==> config.mk <==
export PLATFORM = sky130hd
export DESIGN_NAME = flash_status_reg
export DESIGN_NICKNAME = d
export VERILOG_FILES = /design/src/rtl/fsr_pkg.sv /design/src/rtl/fsr_flags.sv /design/src/rtl/fsr_cmd.sv /design/src/rtl/fsr_capture.sv /design/src/rtl/flash_status_reg.sv
export SDC_FILE = /design/constraint.sdc
export NUM_CORES = 1
export LEC_CHECK = 0
export BUFFER_PORTS_ARGS = -buffer_cell sky130_fd_sc_hd__buf_2
export CORE_AREA = 5 5 64 66
export CTS_BUF_LIST = sky130_fd_sc_hd__clkbuf_4
export DETAILED_ROUTE_END_ITERATION = 16
export DIE_AREA = 0 0 69 71
export PLACE_DENSITY = 0.63
export SLEW_MARGIN = 20
export SYNTH_ARGS = -nofsm -noshare
export SYNTH_HDL_FRONTEND = slang
export SYNTH_HIERARCHICAL = 1
export SYNTH_SLANG_ARGS = --single-unit
==> constraint.sdc <==
create_clock -name clk -period 1.3 [get_ports clk]
set_input_delay 0.13 -clock clk [delete_from_list [all_inputs] [get_ports clk]]
set_output_delay 0.13 -clock clk [all_outputs]
set_load 0.02 [all_outputs]
==> src/rtl/fsr_pkg.sv <==
package fsr_pkg;
   localparam int FLG_RDY  = 3;
   localparam int FLG_SUSP = 2;
   localparam int FLG_EF   = 1;
   localparam int FLG_PF   = 0;
   localparam int FLG_W    = 4;
   localparam logic [FLG_W-1:0] FLG_RESET = 4'b1000;

   typedef enum logic {MODE_ARRAY = 1'b0, MODE_STATUS = 1'b1} mode_e;
endpackage

==> src/rtl/fsr_flags.sv <==
module fsr_flags
   import fsr_pkg::*;
(
   input  logic             clk,
   input  logic             rst_n,
   input  logic             op_start,
   input  logic             op_done,
   input  logic             op_susp_set,
   input  logic             op_susp_clr,
   input  logic             op_efail,
   input  logic             op_pfail,
   input  logic             host_clr,
   output logic [FLG_W-1:0] flags_q
);
   always_ff @(posedge clk or negedge rst_n) begin
      if (!rst_n) begin
         flags_q <= FLG_RESET;
      end else begin
         if (op_start)      flags_q[FLG_RDY] <= 1'b0;
         else if (op_done)  flags_q[FLG_RDY] <= 1'b1;

         if (op_susp_set)      flags_q[FLG_SUSP] <= 1'b1;
         else if (op_susp_clr) flags_q[FLG_SUSP] <= 1'b0;

         if (op_efail)      flags_q[FLG_EF] <= 1'b1;
         else if (host_clr) flags_q[FLG_EF] <= 1'b0;

         if (op_pfail)      flags_q[FLG_PF] <= 1'b1;
         else if (host_clr) flags_q[FLG_PF] <= 1'b0;
      end
   end
endmodule

==> src/rtl/fsr_cmd.sv <==
module fsr_cmd
   import fsr_pkg::*;
#(
   parameter int              CMD_W      = 8,
   parameter logic [CMD_W-1:0] CODE_STAT = 8'h70,
   parameter logic [CMD_W-1:0] CODE_CLR  = 8'h50,
   parameter logic [CMD_W-1:0] CODE_ARR  = 8'hFF
)(
   input  logic             clk,
   input  logic             rst_n,
   input  logic             cmd_we,
   input  logic [CMD_W-1:0] cmd_byte,
   input  logic             op_start,
   output mode_e            mode_q,
   output logic             host_clr
);
   assign host_clr = cmd_we && (cmd_byte == CODE_CLR);

   always_ff @(posedge clk or negedge rst_n) begin
      if (!rst_n) begin
         mode_q <= MODE_ARRAY;
      end else if (op_start) begin
         mode_q <= MODE_STATUS;
      end else if (cmd_we) begin
         if (cmd_byte == CODE_STAT)     mode_q <= MODE_STATUS;
         else if (cmd_byte == CODE_ARR) mode_q <= MODE_ARRAY;
      end
   end
endmodule

==> src/rtl/fsr_capture.sv <==
module fsr_capture #(
   parameter int DATA_W       = 16,
   parameter bit WORD_SUPPORT = 1'b1
)(
   input  logic              clk,
   input  logic              rst_n,
   input  logic              ce_n,
   input  logic              oe_n,
   input  logic              word_mode,
   input  logic              stat_mode,
   input  logic [7:0]        status_byte,
   input  logic [DATA_W-1:0] array_q,
   output logic [DATA_W-1:0] bus_q,
   output logic              bus_oe_lo,
   output logic              bus_oe_hi,
   output logic              snap_stat
);
   localparam int HALF = DATA_W / 2;

   logic              word_eff;
   logic              rd_act, act_q, word_q;
   logic [DATA_W-1:0] live, snap_q;

   generate
      if (WORD_SUPPORT) begin : g_word
         assign word_eff = word_mode;
      end else begin : g_byte_only
         logic unused_wm;
         assign unused_wm = word_mode;
         assign word_eff  = 1'b0;
      end
   endgenerate

   always_comb begin
      live = '0;
      if (stat_mode)      live[7:0] = status_byte;
      else if (word_eff)  live      = array_q;
      else                live[HALF-1:0] = array_q[HALF-1:0];
   end

   assign rd_act = !ce_n && !oe_n;

   always_ff @(posedge clk or negedge rst_n) begin
      if (!rst_n) begin
         act_q     <= 1'b0;
         word_q    <= 1'b0;
         snap_stat <= 1'b0;
         snap_q    <= '0;
      end else begin
         act_q <= rd_act;
         if (rd_act && !act_q) begin
            snap_q    <= live;
            word_q    <= word_eff;
            snap_stat <= stat_mode;
         end
      end
   end

   assign bus_q     = snap_q;
   assign bus_oe_lo = act_q;
   assign bus_oe_hi = act_q && word_q;
endmodule

==> src/rtl/flash_status_reg.sv <==
module flash_status_reg
   import fsr_pkg::*;
#(
   parameter int  DATA_W       = 16,
   parameter int  CMD_W        = 8,
   parameter bit  WORD_SUPPORT = 1'b1,
   parameter logic [CMD_W-1:0] CODE_STAT = 8'h70,
   parameter logic [CMD_W-1:0] CODE_CLR  = 8'h50,
   parameter logic [CMD_W-1:0] CODE_ARR  = 8'hFF
)(
   input  logic              clk,
   input  logic              rst_n,
   input  logic              cmd_we,
   input  logic [CMD_W-1:0]  cmd_byte,
   input  logic              op_start,
   input  logic              op_done,
   input  logic              op_susp_set,
   input  logic              op_susp_clr,
   input  logic              op_efail,
   input  logic              op_pfail,
   input  logic              prot_in,
   input  logic              word_mode,
   input  logic              ce_n,
   input  logic              oe_n,
   input  logic [DATA_W-1:0] array_q,
   output logic [DATA_W-1:0] bus_q,
   output logic              bus_oe_lo,
   output logic              bus_oe_hi
);
   generate
      if (DATA_W != 16) begin : g_bad_width
         $error("flash_status_reg: DATA_W must be 16");
      end
      if (CMD_W < 8) begin : g_bad_cmd
         $error("flash_status_reg: CMD_W must be at least 8");
      end
   endgenerate

   logic [FLG_W-1:0] flags_q;
   logic             host_clr;
   logic             snap_stat;
   mode_e            mode_q;
   logic [7:0]       status_byte;

   fsr_cmd #(
      .CMD_W(CMD_W), .CODE_STAT(CODE_STAT), .CODE_CLR(CODE_CLR), .CODE_ARR(CODE_ARR)
   ) u_cmd (
      .clk(clk), .rst_n(rst_n), .cmd_we(cmd_we), .cmd_byte(cmd_byte),
      .op_start(op_start), .mode_q(mode_q), .host_clr(host_clr)
   );

   fsr_flags u_flags (
      .clk(clk), .rst_n(rst_n), .op_start(op_start), .op_done(op_done),
      .op_susp_set(op_susp_set), .op_susp_clr(op_susp_clr),
      .op_efail(op_efail), .op_pfail(op_pfail), .host_clr(host_clr),
      .flags_q(flags_q)
   );

   assign status_byte = {flags_q, prot_in, 3'b000};

   fsr_capture #(
      .DATA_W(DATA_W), .WORD_SUPPORT(WORD_SUPPORT)
   ) u_cap (
      .clk(clk), .rst_n(rst_n), .ce_n(ce_n), .oe_n(oe_n),
      .word_mode(word_mode), .stat_mode(mode_q == MODE_STATUS),
      .status_byte(status_byte), .array_q(array_q),
      .bus_q(bus_q), .bus_oe_lo(bus_oe_lo), .bus_oe_hi(bus_oe_hi),
      .snap_stat(snap_stat)
   );
endmodule

==> Yosys cells after proc, flatten, opt, wreduce, memory -nomap -nowiden <==
Cells that the tools add are included.
{ "totals": {"register_bits": 23, "wordCells": 39} }
{ "op_classes": {"n_eq_ne": 3, "muxes": 14, "reduce_logical": 14} }
{ "ops": {"columns": ["op", "count"], "rows": [
  ["$mux 8", 3],
  ["$eq 8x7->1 const B", 2],
  ["$mux 1", 11],
  ["$reduce_bool 2->1", 5],
  ["$eq 8x8->1 const B", 1],
  ["$logic_and 1x1->1", 4],
  ["$logic_not 1->1", 3],
  ["$reduce_bool 3->1", 1],
  ["$reduce_and 2->1", 1]
]} }

==> Depth between registers and ports, before layout <==
Gate-level depths: netlist of run 1.
{ "logic_depth": {"depth_word": 5, "mapped_depth": 5, "mapped_depth_nobuf": 5} }

==> Hierarchy <==
The synthesis of run 1 kept the hierarchy.
{ "by_module_without_submodules": {"columns": ["mod", "instances", "cells_each", "area_each_um2"], "rows": [
  ["fsr_capture", 1, 63, 915.9],
  ["fsr_flags", 1, 11, 138.9],
  ["fsr_cmd", 1, 11, 80.1],
  ["flash_status_reg", 1, 1, 3.8]
]} }

==> Least setup slack after synthesis of run 1 <==
No wires, ideal clock.
{ "synth_path": {"kind": "register -> register", "startpoint": "register u_cap.act_q (netlist: u_cap/bus_oe_lo)", "endpoint": "register u_cap.snap_q[4] (netlist: u_cap/bus_q[4])", "setup_time_ns": 0.125, "t_arrival_ns": 1.403, "required_ns": 1.175, "slack_ns": -0.228, "path_stages_with_launch": 5, "path_cell_list": "dfrtp_1 buf_2 nor3_4 buf_6 mux2_4"} }
{ "synth_via": {"elab_chain_cells": 2} }
{ "synth_lines": {"columns": ["item", "line", "source"], "rows": [
  ["from (decl)", "fsr_capture.sv:21", "logic rd_act, act_q, word_q;"],
  ["from (signal assigned)", "fsr_capture.sv:50", "act_q <= rd_act;"],
  ["$logic_not 1->1", "fsr_capture.sv:51", "if (rd_act && !act_q) begin"],
  ["$logic_and 1x1->1", "fsr_capture.sv:51", null],
  ["to (signal assigned)", "fsr_capture.sv:52", "snap_q <= live;"],
  ["to (decl)", "fsr_capture.sv:22", "logic [DATA_W-1:0] live, snap_q;"]
]} }
No other way between the ends.
A chain may end at the register's enable or synchronous reset.

==> Worst setup path in the final report of run 1 <==
{ "layout_path": {"startpoint": "register u_cap.act_q (netlist: u_cap/bus_oe_lo)", "endpoint": "register u_cap.snap_q[15] (netlist: u_cap/bus_q[15])"} }
The elaborated chain is that of the path after synthesis.

==> qor.csv, run 1 <==
stage,metric,value,unit
status,status,"finished, final reports clean",
floorplan,Die Wd,69,microns
place,input/output buffers,54,
yosys,mapped cell area,0.00110,sq mm
clock_network,clk sink count,23,
critical_path,Critical-path top delay cell,dfrtp_2,
timing,fin crit period,1.29,ns
critical_path,Buf/Inv on CP,2,
cells_and_area,number of antenna diodes,0,
place,Final HPWL DP,2030,microns
critical_path,crit-path leading delay family,compound AO/OA/AOI/OAI gates,
drt,drt total wl,2690,microns
timing,final setup margin,0.00761,ns
power,pwr dens,884,mW/mm^2
timing,max-slew violation count,0,
critical_path,worst path cell trace,"buf_6, buf_4, o31a_2, a31o_2",
power,Leakage Power,0.000775,uW
drt,DRC,0,
clock_network,TritonCTS buffer count,3,
timing,Slew HR,0.652,
place,Setup WS pre-CTS,-0.143,ns
critical_path,"Req. time, crit path",1.51,ns
yosys,synthesized instance count,84,
critical_path,worst path arrival time,1.50,ns
clock_network,clock buffer depth,2,
cells_and_area,filler instances,361,
global_routing,pin count of the biggest net entering global routing,24,
clock_network,Worst-path clk slew,0.13,ns
global_routing,Overall Global Routing Usage,0.111,
global_routing,number of global-route vias before repair,1040,
floorplan,# rows,22,
clock_network,Clock Latency Late Sink,0.30,ns
place,GP Congestion,0.671,
critical_path,crit-path max FO,8,
timing,RSZ-0062 raised after global routing,yes,
floorplan,die height,71,microns
critical_path,crit path capture type,flip-flop,
global_routing,initial antenna violation count,0,
timing,"Hold Vio Cnt, Final",0,
timing,Finish-stage setup viols,0,
critical_path,crit start category,flip-flop,
yosys,YS warnings,6,
floorplan,Initial Utilization,0.313,
floorplan,die area,0.00490,sq mm
drt,1st-iter DRT viols,12,
power,Peak supply drop,0.561,mV
run,Max Cap Viol,0,
cells_and_area,area grow syn2layout,45.4,%
critical_path,highest cell delay on the worst timing path,0.45,ns
global_routing,global-route wire length before repair,4480,microns
cells_and_area,fraction of layout cells with a size suffix above 1,0.695,
timing,maximum clock rate,774,MHz
min_path,worst hold path type,input port to flip-flop,
drt,vias per cell,4.65,
timing,Tcrit/Tclk final,0.994,
global_routing,grt ovf,0,
timing,Worst-Margin Slew,0.522,ns
timing,hold slack,0.0448,ns
cells_and_area,Finished Cell Area,0.00160,sq mm
clock_network,Root Driver,clkbuf_4,
floorplan,core area,0.00352,sq mm
clock_network,H-tree levels,1,
drt,Initial DRT Pass Iterations,2,
timing,Fin Clk Skew,0.00639,ns
drt,DR vias,925,
yosys,"Avg Cell Area, Syn",13.1,sq um
floorplan,I/O pin count,55,
critical_path,WS Path Type,flip-flop to flip-flop,
drt,drt wl/cell,13.5,microns
clock_network,TritonCTS clock tree,yes,
drt,Post-DRT Antenna Nets,0,
cells_and_area,Layout Nets,189,
place,"Cell Area, Placed",0.00144,sq mm
-- worst paths after layout --
check	startpoint	to	slack (ns)	cells past startpoint
max	u_cap/bus_oe_lo$_DFF_PN0_	u_cap/bus_q[15]$_DFFE_PN0P_	0.008	4
min	op_done	u_flags/flags_q[3]$_DFFE_PN1P_	0.04	3
min in group asynchronous	rst_n	u_cap/bus_q[6]$_DFFE_PN0P_	0.32	2
max in group asynchronous	rst_n	u_cmd/mode_q$_DFFE_PN0P_	0.59	2
min reg2reg	u_flags/flags_q[0]$_DFFE_PN0P_	u_flags/flags_q[0]$_DFFE_PN0P_	0.49	1
max reg2reg	u_cap/bus_oe_lo$_DFF_PN0_	u_cap/bus_q[15]$_DFFE_PN0P_	0.008	4
-- worst reg2reg max path, delay by kind of cell (launching register included) --
kind | cells | cell delay (ns)
AO/OA/AOI/OAI | 2 | 0.48
buffers and inverters | 2 | 0.27
flip-flops | 1 | 0.45
-- sequential cells by signal (all words and copies together) (netlist names) --
register and flops:
u_cap/bus_oe_lo 1, u_cap/bus_q 16, u_cap/word_q 1, u_cmd/mode_q 1, u_flags/flags_q 4
-- cell type report --
type	instances	area [sq um]	share of cell area
multi-input cells	53	484	0.302
flip-flops and latches	23	579	0.361
well taps	48	60.1	0.0375
inverters	4	15.0	0.00937
clock buffers	3	22.5	0.0141
repair buffers	67	437	0.272
clock inverters	1	5.00	0.00312
-- where the power goes --
group	switching [uW]	leakage (uW)	total, uW	internal (uW)
clock	214	0.0000177	329	115
sequential	24.7	0.000270	788	763
combinational	148	0.000487	300	152
total	387	0.000775	1420	1030
-- layer usage --
metal | track usage | vias up | part of all wire | wire, microns
li1 | - | 441 | - | -
met1 | 0.111 | 441 | 0.37 | 1000
met2 | 0.216 | 43 | 0.52 | 1410
met3 | 0.0426 | 0 | 0.10 | 282
met4 | 0.0260 | 0 | 0 | 0
met5 | 0 | - | 0 | 0
-- metrics by stage --
| stage | cells | total power [uW] | util | TNS (ns) |
|---|---|---|---|---|
| 5_1_grt | 199 | 1510 | 0.455 | -0.124 |
| 3_5_place_dp | 185 | 1070 | 0.409 | -0.759 |
| 6_report | 199 | 1420 | 0.455 | 0 |
| 2_1_floorplan | 86 | 941 | - | -1.02 |
| 4_1_cts | 196 | 1430 | 0.441 | -0.00403 |
| 3_3_place_gp | 185 | 1060 | 0.409 | -0.368 |
-- placed cells by master (no fill, tap or decap), types with 2 or more instances in the layout --
cell type      instances
a21o_1                 3
inv_1                  4
mux2_4                 2
dfrtp_1               20
clkbuf_4               3
buf_2                 53
buf_4                  3
buf_6                  3
dfrtp_2                2
o31a_2                 8
buf_12                 2
a31o_2                 7
mux2_2                15
dlygate4sd3_1          5
nor2_1                 4
conb_1                 3
-- repair_timing --
item,4_1_cts,5_1_grt
endpoints found under the setup margin,9,13
cloned,0,1
pin swaps,0,1
hold endpoints to repair,26,0
setup buffers,2,2
gates resized for setup,6,2
hold buffers,5,0
Note: power is estimated with default switching activity, not from simulation.
==> run 2: changes to the inputs <==
--- a/config.mk
+++ b/config.mk
@@ -11,6 +11,7 @@
 export DETAILED_ROUTE_END_ITERATION = 16
 export DIE_AREA = 0 0 69 71
 export PLACE_DENSITY = 0.63
+export SETUP_SLACK_MARGIN = 0.15
 export SLEW_MARGIN = 20
 export SYNTH_ARGS = -nofsm -noshare
 export SYNTH_HDL_FRONTEND = slang
==> qor.csv, run 2 (synthesized netlist as in run 1, its figures left out) <==
stage,metric,value,unit,change
timing,Tcrit/Tclk final,0.987,,-0.00752
global_routing,Overall Global Routing Usage,0.112,,+0.000663
cells_and_area,most frequent cells in the layout,"buf_2, dfrtp_1, mux2_4",,
floorplan,core area,0.00352,sq mm,unchanged
drt,Metal-1 WL,1090,microns,+9.2%
timing,Fin Clk Skew,0.00164,ns,-0.00475 ns
clock_network,Root Driver,clkbuf_4,,
clock_network,clk sink count,23,,unchanged
critical_path,WS Path Type,flip-flop to flip-flop,,
place,Final HPWL DP,1960,microns,-3.6%
clock_network,H-tree levels,1,,unchanged
timing,Finish-stage setup viols,0,,unchanged
global_routing,number of global-route vias before repair,1035,,-0.48%
drt,DRC,0,,unchanged
place,GP Congestion,0.663,,-1.2%
drt,DR vias,916,,-0.97%
critical_path,"Req. time, crit path",1.50,ns,about the same
status,status,"finished, final reports clean",,
timing,fin crit period,1.28,ns,-0.00978 ns
timing,max-slew violation count,0,,unchanged
drt,drt total wl,2760,microns,+2.6%
timing,final setup margin,0.0174,ns,+0.00978 ns
clock_network,clock buffer depth,2,,unchanged
floorplan,Die Wd,69,microns,unchanged
floorplan,die area,0.00490,sq mm,unchanged
place,input/output buffers,54,,unchanged
timing,maximum clock rate,780,MHz,+0.76%
cells_and_area,Layout Nets,189,,unchanged
power,Leakage Power,0.000857,uW,+10%
timing,Worst-Margin Slew,0.518,ns,-0.00385 ns
cells_and_area,filler instances,361,,unchanged
drt,1st-iter DRT viols,27,,+15
place,Setup WS pre-CTS,-0.155,ns,-0.0116 ns
drt,vias per cell,4.60,,-0.97%
cells_and_area,Largest register FFs,16,,unchanged
drt,Initial DRT Pass Iterations,3,,+1
floorplan,Initial Utilization,0.313,,unchanged
cells_and_area,area occupied by multi-input gates,546,sq um,+13%
global_routing,global-route wire length before repair,4530,microns,+1.1%
clock_network,TritonCTS buffer count,3,,unchanged
drt,met3 wire length,240,microns,-15%
timing,RSZ-0062 raised after global routing,yes,,
critical_path,crit path capture type,flip-flop,,
drt,top sig layer,met3,,
power,pwr dens,868,mW/mm^2,-1.8%
critical_path,crit start category,flip-flop,,
cells_and_area,Finished Cell Area,0.00168,sq mm,+5.0%
drt,routed wl met2,1430,microns,+1.5%
timing,total negative setup slack,0,ns,unchanged
floorplan,I/O pin count,55,,unchanged
timing,Slew HR,0.654,,+0.00257
place,"Cell Area, Placed",0.00144,sq mm,unchanged
floorplan,die height,71,microns,unchanged
timing,"Hold Vio Cnt, Final",0,,unchanged
cells_and_area,area grow syn2layout,52.7,%,
power,Peak supply drop,0.467,mV,-17%
min_path,worst hold path type,input port to flip-flop,,
floorplan,# rows,22,,unchanged
critical_path,R2R Setup Slk,0.02,ns,about the same
drt,Post-DRT Antenna Nets,0,,unchanged
clock_network,TritonCTS clock tree,yes,,
clock_network,Clock Latency Late Sink,0.30,ns,about the same
cells_and_area,fraction of layout cells with a size suffix above 1,0.715,,+0.0199
cells_and_area,register area,579,sq um,unchanged
cells_and_area,"commonest non-fill, non-tap cell in the layout",buf_2,,
critical_path,worst path arrival time,1.48,ns,-0.02 ns
global_routing,pin count of the biggest net entering global routing,24,,unchanged
clock_network,Worst-path clk slew,0.12,ns,about the same
run,Max Cap Viol,0,,unchanged
global_routing,grt ovf,0,,unchanged
global_routing,initial antenna violation count,0,,unchanged
critical_path,crit-path max FO,5,,-3
cells_and_area,number of antenna diodes,0,,unchanged
drt,drt wl/cell,13.9,microns,+2.6%
cells_and_area,"Core Util, Final",0.478,,+0.0227
-- run 2: final cells by class --
type                            count  area share
Multi-Input combinational cell     53       0.324
Timing Repair Buffer               67       0.269
Inverter                            4     0.00892
Sequential cell                    23       0.344
Clock buffer                        4      0.0178
Tap cell                           48      0.0357
-- run 2: per-layer routing --
metal,global-route usage,vias up
li1,-,439
met2,0.200,42
met3,0.0369,0
met4,0.0260,0
met1,0.130,435
met5,0,-
-- run 2: path summary, 6_finish.rpt --
kind                                           startpoint                        endpoint  cells after the start
setup reg to reg                u_cap/bus_oe_lo$_DFF_PN0_     u_cap/bus_q[13]$_DFFE_PN0P_                      4
setup / recovery                u_cap/bus_oe_lo$_DFF_PN0_     u_cap/bus_q[13]$_DFFE_PN0P_                      4
max in group asynchronous                           rst_n       u_cap/bus_oe_lo$_DFF_PN0_                      2
min in group asynchronous                           rst_n  u_flags/flags_q[2]$_DFFE_PN0P_                      2
hold / removal                                   op_efail  u_flags/flags_q[1]$_DFFE_PN0P_                      2
hold reg to reg            u_flags/flags_q[3]$_DFFE_PN1P_  u_flags/flags_q[3]$_DFFE_PN1P_                      2
-- run 2: what timing repair did --
item,in CTS,in global routing
setup buffers,5,0
pin swaps,0,0
endpoints found under the setup margin,19,21
gates cloned,0,1
resized for setup,7,20
hold buffers,4,0
endpoints found under the hold margin,25,0
-- run 2: where the power goes --
| group | total [uW] | switching (uW) | internal [uW] |
|---|---|---|---|
| logic | 333 | 152 | 181 |
| clock network | 336 | 196 | 140 |
| registers | 792 | 28.4 | 763 |
| total | 1460 | 376 | 1080 |
-- run 2: metrics by stage --
step,std cells,hold slack [ns],total power [uW]
2_1_floorplan,86,-0.166,941
3_3_place_gp,185,0.131,1060
3_5_place_dp,185,0.136,1070
4_1_cts,198,0.00774,1450
5_1_grt,199,0.00418,1550
6_report,199,0.0176,1460
-- run 2: worst max-delay path: stages, from the launching register on --
cell,delay [ns]
dfrtp_2,0.45
buf_6,0.14
buf_12,0.12
o31a_2,0.27
a31o_2,0.21
==> run 3: changes to the inputs <==
--- a/config.mk
+++ b/config.mk
@@ -11,6 +11,7 @@
 export DETAILED_ROUTE_END_ITERATION = 16
 export DIE_AREA = 0 0 69 71
 export PLACE_DENSITY = 0.63
+export RECOVER_POWER = 25
 export SETUP_SLACK_MARGIN = 0.15
 export SLEW_MARGIN = 20
 export SYNTH_ARGS = -nofsm -noshare
==> qor.csv, run 3 (synthesized netlist as in run 1, its figures left out) <==
stage,metric,value,unit,change
clock_network,H-tree levels,1,,unchanged
clock_network,Worst-path clk slew,0.12,ns,about the same
floorplan,Initial Utilization,0.313,,unchanged
power,pwr dens,868,mW/mm^2,about the same
status,status,"finished, final reports clean",,
cells_and_area,Largest register FFs,16,,unchanged
cells_and_area,number of antenna diodes,0,,unchanged
drt,vias per cell,4.60,,unchanged
drt,Post-DRT Antenna Nets,0,,unchanged
place,GP Congestion,0.663,,unchanged
drt,1st-iter DRT viols,27,,unchanged
critical_path,crit-path leading delay family,compound AO/OA/AOI/OAI gates,,
power,Peak supply drop,0.467,mV,about the same
cells_and_area,area grow syn2layout,52.7,%,unchanged
critical_path,worst r2r path cells,4,,unchanged
cells_and_area,"Core Util, Final",0.478,,unchanged
timing,"Hold Vio Cnt, Final",0,,unchanged
min_path,hold depth,2,,unchanged
run,Max Cap Viol,0,,unchanged
power,Leakage Power,0.000857,uW,about the same
cells_and_area,Layout Cells excl Fill,199,,unchanged
place,input/output buffers,54,,unchanged
timing,Finish-stage setup viols,0,,unchanged
critical_path,crit start category,flip-flop,,
cells_and_area,fraction of layout cells with a size suffix above 1,0.715,,unchanged
global_routing,Overall Global Routing Usage,0.112,,unchanged
clock_network,Root Driver,clkbuf_4,,
critical_path,worst path arrival time,1.48,ns,about the same
global_routing,number of global-route vias before repair,1035,,unchanged
clock_network,clk sink count,23,,unchanged
timing,maximum clock rate,780,MHz,about the same
clock_network,Clock Latency Late Sink,0.30,ns,about the same
global_routing,pin count of the biggest net entering global routing,24,,unchanged
floorplan,Die Wd,69,microns,unchanged
critical_path,WS Path Type,flip-flop to flip-flop,,
floorplan,die area,0.00490,sq mm,unchanged
min_path,hold wc startpoint,op_efail,,
timing,RSZ-0062 raised after global routing,yes,,
global_routing,initial antenna violation count,0,,unchanged
timing,max-slew violation count,0,,unchanged
timing,Worst-Margin Slew,0.577,ns,+0.0582 ns
critical_path,crit path capture type,flip-flop,,
floorplan,die height,71,microns,unchanged
place,placed insts,185,,unchanged
critical_path,worst path cell trace,"buf_6, buf_12, o31a_2, a31o_2",,
place,Final HPWL DP,1960,microns,unchanged
cells_and_area,Layout Nets,189,,unchanged
critical_path,Reg-to-Reg Start,u_cap/bus_oe_lo$_DFF_PN0_,,
clock_network,TritonCTS buffer count,3,,unchanged
timing,fin crit period,1.28,ns,-0.0000149 ns
critical_path,R2R Setup Slk,0.02,ns,about the same
global_routing,global-route wire length before repair,4530,microns,unchanged
drt,drt wl/cell,13.9,microns,unchanged
min_path,worst hold path type,input port to flip-flop,,
timing,Tcrit/Tclk final,0.987,,about the same
critical_path,"Req. time, crit path",1.50,ns,about the same
floorplan,core area,0.00352,sq mm,unchanged
drt,DR vias,916,,unchanged
drt,drt total wl,2760,microns,unchanged
critical_path,highest cell delay on the worst timing path,0.45,ns,about the same
timing,Slew HR,0.616,,-0.0388
min_path,hold endpoint,u_flags/flags_q[1]$_DFFE_PN0P_,,
critical_path,crit-path max FO,5,,unchanged
drt,Initial DRT Pass Iterations,3,,unchanged
cells_and_area,"commonest non-fill, non-tap cell in the layout",buf_2,,
critical_path,R2R Path End,u_cap/bus_q[13]$_DFFE_PN0P_,,
critical_path,Buf/Inv on CP,2,,unchanged
critical_path,Critical-path top delay cell,dfrtp_2,,
clock_network,clock buffer depth,2,,unchanged
timing,Fin Clk Skew,0.00163,ns,-0.0000114 ns
clock_network,TritonCTS clock tree,yes,,
cells_and_area,most frequent cells in the layout,"buf_2, dfrtp_1, mux2_4",,
drt,DRC,0,,unchanged
global_routing,grt ovf,0,,unchanged
floorplan,# rows,22,,unchanged
floorplan,I/O pin count,55,,unchanged
-- run 3: worst max path at each step --
stage | start | endpoint | slack (ns) | depth (start not counted)
detailed placement | cmd_byte[0] | u_flags/flags_q[1]$_DFFE_PN0P_ | -0.15 | 6
floorplan | u_cap/bus_oe_lo$_DFF_PN0_ | u_cap/bus_q[4]$_DFFE_PN0P_ | -0.20 | 4
finish | u_cap/bus_oe_lo$_DFF_PN0_ | u_cap/bus_q[13]$_DFFE_PN0P_ | 0.02 | 4
global route | u_cap/bus_oe_lo$_DFF_PN0_ | u_cap/bus_q[14]$_DFFE_PN0P_ | -0.01 | 4
global placement | cmd_byte[0] | u_flags/flags_q[1]$_DFFE_PN0P_ | -0.1 | 6
CTS | u_cap/bus_oe_lo$_DFF_PN0_ | u_cap/bus_q[12]$_DFFE_PN0P_ | 0.02 | 4
-- run 3: area by class of cell --
cell class / count / area (sq um)
clock buffer: 4 / 30.0
fill: 361 / 1840
inverter: 4 / 15.0
multi-input combinational: 53 / 546
sequential: 23 / 579
tap: 48 / 60.1
timing repair buffer: 67 / 453
-- run 3: through the flow --
stage          cell area, sq um  setup TNS (ns)  worst slack, ns  power, uW  hold slack [ns]
2_1_floorplan              1120           -1.02           -0.197        941           -0.166
3_3_place_gp               1440          -0.277          -0.0996       1060            0.131
3_5_place_dp               1440          -0.565           -0.155       1070            0.136
4_1_cts                    1580               0           0.0161       1450          0.00774
5_1_grt                    1680         -0.0799          -0.0147       1550          0.00418
6_report                   1680               0           0.0174       1460           0.0176
-- run 3: layer usage --
metal / vias to the layer above / wire length (microns) / GRT usage
met5: - / 0 / 0
met2: 42 / 1430 / 0.200
li1: 439 / - / -
met1: 435 / 1090 / 0.130
met4: 0 / 0 / 0.0260
met3: 0 / 240 / 0.0369
-- run 3: what timing repair did --
| item | 4_1_cts | 5_1_grt |
|---|---|---|
| endpoints found under the setup margin | 19 | 21 |
| hold buffers | 4 | 0 |
| gates resized for setup | 7 | 20 |
| buffers inserted | 5 | 0 |
| cloned | 0 | 1 |
| endpoints found under the hold margin | 25 | 0 |
-- run 3: power breakdown --
group | leakage (uW) | switching, uW | internal [uW]
sequential | 0.000270 | 28.4 | 763
combinational | 0.000568 | 152 | 181
clock | 0.0000184 | 196 | 140
total | 0.000857 | 376 | 1080
